==> config.mk <==
export PLATFORM = sky130hd
export DESIGN_NAME = irq_seq
export DESIGN_NICKNAME = d
export VERILOG_FILES = /design/src/rtl/irq_seq_pkg.sv /design/src/rtl/irq_gate.sv /design/src/rtl/irq_fsm.sv /design/src/rtl/irq_regs.sv /design/src/rtl/irq_seq.sv
export SDC_FILE = /design/constraint.sdc
export NUM_CORES = 1
export LEC_CHECK = 0
export BUFFER_PORTS_ARGS = -buffer_cell sky130_fd_sc_hd__clkbuf_2
export CAP_MARGIN = 20
export CELL_PAD_IN_SITES_DETAIL_PLACEMENT = 0
export CELL_PAD_IN_SITES_GLOBAL_PLACEMENT = 1
export CORE_MARGIN = 3
export CORE_UTILIZATION = 35
export DETAILED_ROUTE_END_ITERATION = 12
export HOLD_SLACK_MARGIN = 0.15
export PLACE_DENSITY_LB_ADDON = 0.25
export SKIP_CTS_REPAIR_TIMING = 1
export SYNTH_ARGS = -nofsm -noshare
export SYNTH_HDL_FRONTEND = slang
export SYNTH_SLANG_ARGS = --single-unit
==> constraint.sdc <==
create_clock -name clk -period 3.65 [get_ports clk]
set_clock_uncertainty 0.2 [all_clocks]
set_input_delay 0.1825 -clock clk [delete_from_list [all_inputs] [get_ports clk]]
set_output_delay 0.1825 -clock clk [all_outputs]
set_load 0.02 [all_outputs]
==> src/rtl/irq_seq_pkg.sv <==
package irq_seq_pkg;

  typedef enum logic [3:0] {
    ST_IDLE,
    ST_E_DEC1,
    ST_E_PC,
    ST_E_DEC2,
    ST_E_PSR,
    ST_E_FIN,
    ST_R_RD_PSR,
    ST_R_WB_PSR,
    ST_R_RD_PC,
    ST_R_WB_PC
  } seq_state_t;

  function automatic logic [15:0] stack_down(input logic [15:0] sp);
    return sp - 16'd1;
  endfunction

  function automatic logic [15:0] stack_up(input logic [15:0] sp);
    return sp + 16'd1;
  endfunction

  function automatic logic [15:0] drop_bit(input logic [15:0] v, input int unsigned pos);
    logic [15:0] m;
    m = 16'd1 << pos;
    return v & ~m;
  endfunction

endpackage

==> src/rtl/irq_gate.sv <==
module irq_gate #(
  parameter int N_REQ = 4
) (
  input  logic [N_REQ-1:0] irq_req,
  input  logic             ie,
  input  logic             instr_done,
  input  logic             reti_req,
  input  logic             idle,
  output logic             start_irq,
  output logic             start_ret
);
  logic pending;

  assign pending   = |irq_req;
  assign start_ret = idle && instr_done && reti_req;
  assign start_irq = idle && instr_done && ie && pending && !reti_req;
endmodule

==> src/rtl/irq_fsm.sv <==
module irq_fsm
  import irq_seq_pkg::*;
(
  input  logic clk,
  input  logic rst_n,
  input  logic start_irq,
  input  logic start_ret,
  output logic idle,
  output logic sp_dec,
  output logic push_pc,
  output logic push_psr,
  output logic fin,
  output logic pop_rd,
  output logic pop_psr_wb,
  output logic pop_pc_wb
);
  seq_state_t st, st_nx;

  always_comb begin
    st_nx = st;
    unique case (st)
      ST_IDLE:     if (start_ret) st_nx = ST_R_RD_PSR;
                   else if (start_irq) st_nx = ST_E_DEC1;
      ST_E_DEC1:   st_nx = ST_E_PC;
      ST_E_PC:     st_nx = ST_E_DEC2;
      ST_E_DEC2:   st_nx = ST_E_PSR;
      ST_E_PSR:    st_nx = ST_E_FIN;
      ST_E_FIN:    st_nx = ST_IDLE;
      ST_R_RD_PSR: st_nx = ST_R_WB_PSR;
      ST_R_WB_PSR: st_nx = ST_R_RD_PC;
      ST_R_RD_PC:  st_nx = ST_R_WB_PC;
      ST_R_WB_PC:  st_nx = ST_IDLE;
      default:     st_nx = ST_IDLE;
    endcase
  end

  always_ff @(posedge clk) begin
    if (!rst_n) st <= ST_IDLE;
    else        st <= st_nx;
  end

  assign idle       = (st == ST_IDLE);
  assign sp_dec     = (st == ST_E_DEC1) || (st == ST_E_DEC2);
  assign push_pc    = (st == ST_E_PC);
  assign push_psr   = (st == ST_E_PSR);
  assign fin        = (st == ST_E_FIN);
  assign pop_rd     = (st == ST_R_RD_PSR) || (st == ST_R_RD_PC);
  assign pop_psr_wb = (st == ST_R_WB_PSR);
  assign pop_pc_wb  = (st == ST_R_WB_PC);

  // acknowledge never lasts two cycles
  a_r5_ack_pulse: assert property (@(posedge clk) disable iff (!rst_n)
    fin |=> !fin);
  // PSR is pushed two cycles after the PC
  a_r4_push_order: assert property (@(posedge clk) disable iff (!rst_n)
    push_pc |=> !push_psr);
endmodule

==> src/rtl/irq_regs.sv <==
module irq_regs
  import irq_seq_pkg::*;
#(
  parameter int          W        = 16,
  parameter int          IE_BIT   = 0,
  parameter logic [15:0] PC_RESET = 16'h0000,
  parameter logic [15:0] SP_INIT  = 16'h0080,
  parameter logic [15:0] VECTOR   = 16'h0010
) (
  input  logic         clk,
  input  logic         rst_n,
  input  logic         idle,
  input  logic         sp_dec,
  input  logic         push_pc,
  input  logic         push_psr,
  input  logic         fin,
  input  logic         pop_rd,
  input  logic         pop_psr_wb,
  input  logic         pop_pc_wb,
  input  logic         core_pc_we,
  input  logic [W-1:0] core_pc_d,
  input  logic         psr_we,
  input  logic [W-1:0] psr_d,
  input  logic [W-1:0] mem_rdata,
  output logic [W-1:0] pc_q,
  output logic [W-1:0] sp_q,
  output logic [W-1:0] psr_q,
  output logic [W-1:0] mem_addr,
  output logic [W-1:0] mem_wdata,
  output logic         mem_we,
  output logic         mem_re
);
  always_ff @(posedge clk) begin
    if (!rst_n) begin
      pc_q  <= PC_RESET;
      sp_q  <= SP_INIT;
      psr_q <= '0;
    end else begin
      if (sp_dec)                    sp_q <= stack_down(sp_q);
      else if (pop_psr_wb || pop_pc_wb) sp_q <= stack_up(sp_q);

      if (fin)                       pc_q <= VECTOR;
      else if (pop_pc_wb)            pc_q <= mem_rdata;
      else if (idle && core_pc_we)   pc_q <= core_pc_d;

      if (fin)                       psr_q <= drop_bit(psr_q, IE_BIT);
      else if (pop_psr_wb)           psr_q <= mem_rdata;
      else if (idle && psr_we)       psr_q <= psr_d;
    end
  end

  assign mem_addr  = sp_q;
  assign mem_we    = push_pc || push_psr;
  assign mem_wdata = push_pc ? pc_q : psr_q;
  assign mem_re    = pop_rd;

  // enable bit is clear right after the acknowledge cycle
  a_r5_ie_off_after_ack: assert property (@(posedge clk) disable iff (!rst_n)
    fin |=> !psr_q[IE_BIT]);
  // PC holds the vector right after acknowledge
  a_r5_pc_vector: assert property (@(posedge clk) disable iff (!rst_n)
    fin |=> pc_q == VECTOR);
endmodule

==> src/rtl/irq_seq.sv <==
module irq_seq #(
  parameter int          N_REQ    = 4,
  parameter int          W        = 16,
  parameter int          IE_BIT   = 0,
  parameter logic [15:0] PC_RESET = 16'h0000,
  parameter logic [15:0] SP_INIT  = 16'h0080,
  parameter logic [15:0] VECTOR   = 16'h0010
) (
  input  logic             clk,
  input  logic             rst_n,
  input  logic [N_REQ-1:0] irq_req,
  input  logic             instr_done,
  input  logic             reti_req,
  input  logic             core_pc_we,
  input  logic [W-1:0]     core_pc_d,
  input  logic             psr_we,
  input  logic [W-1:0]     psr_d,
  input  logic [W-1:0]     mem_rdata,
  output logic             busy,
  output logic             irq_ack,
  output logic [W-1:0]     pc_q,
  output logic [W-1:0]     sp_q,
  output logic [W-1:0]     psr_q,
  output logic [W-1:0]     mem_addr,
  output logic [W-1:0]     mem_wdata,
  output logic             mem_we,
  output logic             mem_re
);
  logic idle, start_irq, start_ret;
  logic sp_dec, push_pc, push_psr, fin, pop_rd, pop_psr_wb, pop_pc_wb;

  irq_gate #(.N_REQ(N_REQ)) u_gate (
    .irq_req(irq_req), .ie(psr_q[IE_BIT]), .instr_done(instr_done),
    .reti_req(reti_req), .idle(idle),
    .start_irq(start_irq), .start_ret(start_ret)
  );

  irq_fsm u_fsm (
    .clk(clk), .rst_n(rst_n), .start_irq(start_irq), .start_ret(start_ret),
    .idle(idle), .sp_dec(sp_dec), .push_pc(push_pc), .push_psr(push_psr),
    .fin(fin), .pop_rd(pop_rd), .pop_psr_wb(pop_psr_wb), .pop_pc_wb(pop_pc_wb)
  );

  irq_regs #(
    .W(W), .IE_BIT(IE_BIT), .PC_RESET(PC_RESET), .SP_INIT(SP_INIT), .VECTOR(VECTOR)
  ) u_regs (
    .clk(clk), .rst_n(rst_n), .idle(idle), .sp_dec(sp_dec), .push_pc(push_pc),
    .push_psr(push_psr), .fin(fin), .pop_rd(pop_rd), .pop_psr_wb(pop_psr_wb),
    .pop_pc_wb(pop_pc_wb), .core_pc_we(core_pc_we), .core_pc_d(core_pc_d),
    .psr_we(psr_we), .psr_d(psr_d), .mem_rdata(mem_rdata),
    .pc_q(pc_q), .sp_q(sp_q), .psr_q(psr_q), .mem_addr(mem_addr),
    .mem_wdata(mem_wdata), .mem_we(mem_we), .mem_re(mem_re)
  );

  assign busy    = !idle;
  assign irq_ack = fin;

  // memory is only touched during a sequence
  a_r6_mem_only_busy: assert property (@(posedge clk) disable iff (!rst_n)
    (mem_we || mem_re) |-> busy);
  // no entry while interrupts are disabled
  a_r3_hold_when_off: assert property (@(posedge clk) disable iff (!rst_n)
    (!busy && !psr_q[IE_BIT] && !reti_req) |=> !busy);
  // no entry without any request
  a_r2_hold_no_req: assert property (@(posedge clk) disable iff (!rst_n)
    (!busy && irq_req == '0 && !reti_req) |=> !busy);
endmodule

## Yosys cells after proc, flatten, opt, wreduce, memory -nomap -nowiden

Index checks and enable logic that the tools add are counted.

- Logic and storage cells: 52
- Input port bits: 58
- Register bits: 52
- Output and inout bits: 84

- Muxes and demuxes: 11
- Eq/ne operators: 10
- Reductions and logical operators: 21
- Add/sub/neg operators: 2
- Bitwise operators: 2

Operator list:

| kind | number |
|---|---|
| 2-to-1 mux 16 bit | 7 |
| one-hot mux 4 bit (8 select lines) | 1 |
| adder 16 x 1 -> 16 bit, second input constant | 1 |
| equality test 4 x 3 -> 1 bit, second input constant | 4 |
| subtractor 16 x 1 -> 16 bit, second input constant | 1 |
| equality test 4 x 2 -> 1 bit, second input constant | 2 |
| equality test 4 bit, second input constant | 2 |
| 2-to-1 mux 4 bit | 2 |
| logical AND 1 bit | 7 |
| nonzero test 2 bit | 3 |
| 2-to-1 mux 5 bit | 1 |
| equality test 4 x 1 -> 1 bit, second input constant | 1 |
| zero test 4 bit | 1 |
| logical OR 1 bit | 4 |
| OR reduction 4 bit | 1 |
| != test 3 x 1 -> 1 bit, second input constant | 1 |
| nonzero test 3 bit | 1 |
| zero test 1 bit | 2 |
| inverter 1 bit | 2 |
| AND reduction 2 bit | 1 |
| OR reduction 2 bit | 1 |

## Logic depth before layout (Yosys ltp)

- Depth in word-level cells: 8
- Mapped depth: 10
- Gate-level depth less buffers: 10

## Cells and area by module

From an unflattened synthesis, not the netlist that was laid out.

- Cells, all modules: 391
- Area, all modules: 3408.3 um^2

By module, submodules not included:

| module | cells each | area an instance (um^2) | seq. area each (um^2) | times used |
|---|---|---|---|---|
| irq_regs | 348 | 3064.2 | 960.9 | 1 |
| irq_fsm | 38 | 309.0 | 80.1 | 1 |
| irq_gate | 4 | 31.3 | 0.0 | 1 |
| irq_seq | 1 | 3.8 | 0.0 | 1 |

## Worst setup path before layout

OpenSTA, ideal clock, no wires.

- Path type: register to register
- Start point: register u_fsm.st[0]
- End point: register u_regs.sp_q[14], in the netlist u_regs.mem_addr[14]
- Arrival: 2.801 ns
- Buffers on the path: 0
- Period minus slack after synthesis: 3.107 ns
- Cell stages (with the launch flop): 11
- Required time: 3.344 ns
- Path slack: 0.543 ns
- Library setup time: 0.106 ns
- Cells stage by stage: dfxtp_1 -> nand2b_1 -> nor2_1 -> inv_1 -> fa_1 -> and2b_1 -> o2111ai_1 -> nand4b_1 -> a31oi_1 -> o21a_1 -> o311ai_0

- Longest elaborated chain between the ends: 3
- Elaborated cells on any way between the ends: 8
- Those cells by class: 4 x eq/ne; 1 x mux; 3 x reduce/logical

RTL lines:

| item | RTL line | RTL |
|---|---|---|
| start, declared | irq_fsm.sv:17 | `seq_state_t st, st_nx;` |
| start signal, assigned | irq_fsm.sv:39 | `else st <= st_nx;` |
| equality test 4 x 1 -> 1 bit, or another cell as far along | irq_fsm.sv:43 | `assign sp_dec = (st == ST_E_DEC1) \|\| (st == ST_E_DEC2);` |
| logical OR 1 bit (on tied branches) | irq_fsm.sv:43, irq_regs.sv:40 |  |
| 2-to-1 mux 16 bit or nonzero test 2 bit (tied branches) | n/a |  |
| end signal, assigned | irq_regs.sv:39 | `if (sp_dec) sp_q <= stack_down(sp_q);` |
| end signal, assigned | irq_regs.sv:40 | `else if (pop_psr_wb \|\| pop_pc_wb) sp_q <= stack_up(sp_q);` |
| end, declared | irq_regs.sv:26 | `output logic [W-1:0] sp_q,` |

Several ways; a longest one is shown, not always the timed one.
A chain may end at the register's enable or synchronous reset.

## Final worst setup path

- Start point: register u_fsm.st[3]
- End point: register u_regs.sp_q[14], in the netlist u_regs.mem_addr[14]

The elaborated chain is that of the path after synthesis.

==> out/results.tsv <==
stage	metric	value	unit
run_status	status	finished, final reports clean	
pwr	switching_share	0.452	
cells_and_area	area.growth.synth_to_final	39.2	%
clocking	clock_sinks	52	
cells_and_area	num-fill-cells	928	
detailed_routing	drt-pass1-iter-count	4	
synth	synth_common_cells	52 x dfxtp_1, 51 x nor2_1, 33 x mux2i_1	
die	num_io_pins	142	
pwr	leakage	2.29	nW
cells_and_area	finish.net_count	639	
synth	synth_largest_area_cell	dfxtp_1	
pwr	clock_power_share	0.143	
placed_design	finalWeightedCongestion	0.805	
synth	ys_types	56	
synth	postSynthRegisterBits	52	
die	die_w	106	µm
detailed_routing	drt_first_iter_violations	120	
die	floorplan.die.height	106	µm
synth	part_of_the_yosys_area_used_for_sequential_elements	0.297	
setup_path	timing.reg2reg.setup_slack	0.56	ns
synth	synth.most_common_cell	dfxtp_1	
synth	postSynthCellCount	386	
pwr	design_power_total	2.39	mW
pwr	internal_power	1.31	mW
worst_hold_path	hp-class	input port to flip-flop	
cells_and_area	antenna_cells	0	
global_route	grt_antenna_before_repair	0	
setup_path	crit_type	flip-flop to flip-flop	
cells_and_area	combined_area_of_the_multi_input_logic_cells	2160	µm²
detailed_routing	total_number_of_vias	3429	
pwr	power_per_cell_area	489	nW/µm²
synth	synth_area	3500	µm²
sta	final-max-slew-violation-count	0	
setup_path	setup.worst_path.start_class	flip-flop	
setup_path	wp_data_arrival	3.06	ns
setup_path	critPathMaxFanout	13	
detailed_routing	route.detailed.vias_per_inst	4.93	
setup_path	crit_end_element	flip-flop	
clocking	cts.root.buffer_cell	clkbuf_8	
die	core	9500	µm²
die	placementRows	35	
pwr	net-switching-power	1.08	mW
pwr	seq_power_share	0.331	
detailed_routing	wl_per_cell	15.6	µm
clocking	clk_pin_slew_worst_paths	0.10	ns
sta	period_needed	3.09	ns
synth	synth_enable_flop_cells	0	
setup_path	crit_path_start	u_fsm.st[3]	
global_route	globalRouteTotalUtil	0.174	
sta	final_setup_vio_count	0	
placed_design	dp_hpwl	7610	µm
pwr	comb_power_share	0.526	
sta	final.setup.tns	0	ns
sta	tcrit_tclk_final	0.846	
die	design.die.area	11200	µm²
flow_run	number_of_max_capacitance_violations_reported	0	
synth	synth-warning-count	0	
sta	fmaxAchievable	324	MHz
global_route	first_pass_grt_wire_length	15900	µm
detailed_routing	final_routed_wirelength	10800	µm
setup_path	regToRegStartpoint	u_fsm.st[3]	
sta	max_slew.worst_pin.slew	1.11	ns
cells_and_area	layout-drive-gt1-share	0.357	
synth	postSynthNetCount	460	
sta	final_hold_viol_count	0	
global_route	grt_max_degree	33	
global_route	globalRoute.totalOverflow	0	
die	start_util	0.369	
pwr	ir_drop	0.212	mV
detailed_routing	final_antenna_net_count	0	
placed_design	numPortBuffers	141	
synth	post-synth-top-area-fraction	0.297	
detailed_routing	route.detailed.drc	0	
clocking	cts-buffers-inserted	5	
worst_hold_path	hold_path.startpoint	rst_n	
cells_and_area	seqCellArea	1040	µm²
synth	synthArstFlopShare	0	
clocking	clock_tree_buffer_depth	2	
global_route	number_of_global_route_vias_before_repair	3112	
synth	post_synth.cell_area_avg	9.08	µm²
sta	grt_setup_unrepaired	no	
synth	synth-main-ff-cell	dfxtp_1	
clocking	tritoncts_clock_tree	done	
clocking	worstSkewPairLatency	0.31	ns
setup_path	critical_path_required	3.62	ns
sta	worst_slew_margin_rel	0.261	
synth	ys_top_cells_by_area	dfxtp_1 30%, mux2i_1 9.4%, a211oi_2 8.6%	
clocking	cts.htree.levels	2	
-- routing by layer --
metal / vias up / wire [µm] / global-route usage / share of wire
met2: 86 / 5510 / 0.305 / 0.51
met5: - / 0 / 0 / 0
met4: 0 / 172 / 0.0444 / 0.016
met3: 14 / 434 / 0.0267 / 0.040
met1: 1579 / 4710 / 0.223 / 0.44
li1: 1750 / - / - / -
-- worst max-delay path, stage by stage (launching register included) --
cell and delay (ns):
dfxtp_1 0.61, nand2b_1 0.23, nor2_1 0.09, buf_4 0.18, ha_1 0.31, and2b_1 0.20, o2111ai_1 0.26, nand4b_1 0.23
a31oi_1 0.37, o21a_1 0.15, o311ai_0 0.12
-- registers in the layout, indices dropped and copies added (netlist names) --
name and count:
u_regs.pc_q 16, u_regs.psr_q 16, u_fsm.st 4, u_regs.mem_addr 16
-- stage by stage --
| step | utilization | instances | hold WS, ns | area (µm²) | setup WS (ns) |
|---|---|---|---|---|---|
| finish | 0.513 | 695 | 0.171 | 4880 | 0.562 |
| CTS | 0.447 | 632 | -0.0231 | 4250 | 0.573 |
| global placement | 0.438 | 624 | 0.281 | 4160 | 0.709 |
| global route | 0.513 | 695 | 0.211 | 4880 | 0.312 |
| detailed placement | 0.438 | 624 | 0.291 | 4160 | 0.593 |
| floorplan | - | 386 | 0.200 | 3500 | 0.543 |
-- layout by cell type, fill, tap and decap left out, drive strengths merged, types with 5 or more instances in the layout --
cell and instances:
clkbuf 147, dlygate4sd3 63, dfxtp 52, nor2 52
a211oi 34, mux2i 33, nand2 32, mux2 16
ha 15, a21oi 15, nand3 10, buf 8
nor3 8, o21ai 8, nand2b 6, inv 5
a21o 5, xnor2 5
-- final cells by class --
type,instances,share of cell area
multi-input cells,288,0.442
well taps,129,0.0331
clock buffers,6,0.0149
clock inverters,2,0.00333
inverters,6,0.00462
repair buffers,212,0.289
flip-flops and latches,52,0.213
-- worst paths after layout --
path / endpoint / cells past startpoint
max: u_regs.mem_addr[14] / 10
min: u_regs.mem_addr[7] / 2
max reg2reg: u_regs.mem_addr[14] / 10
min reg2reg: u_regs.mem_addr[8] / 2
-- power groups by stage --
stage | Sequential (mW) | Combinational, mW | Clock [mW]
floorplan | 0.897 | 0.799 | 0
global route | 0.810 | 1.37 | 0.383
global placement | 0.800 | 1.19 | 0
detailed placement | 0.805 | 1.20 | 0
CTS | 0.791 | 1.21 | 0.361
finish | 0.791 | 1.26 | 0.341
-- cell families (layout without fill, tap and decap cells) --
group                    Yosys count  count (layout)  synth area share
flip-flops                        52              52             0.297
AO/OA/AOI/OAI                     87              87             0.211
AND/OR/NAND/NOR                  128             128             0.179
multiplexers                      49              49             0.146
XOR/XNOR                           8               8            0.0200
adder cells (fa/ha/maj)           16              16            0.0593
buffers and inverters             46             226            0.0885
(Power assumes the default switching activity.)
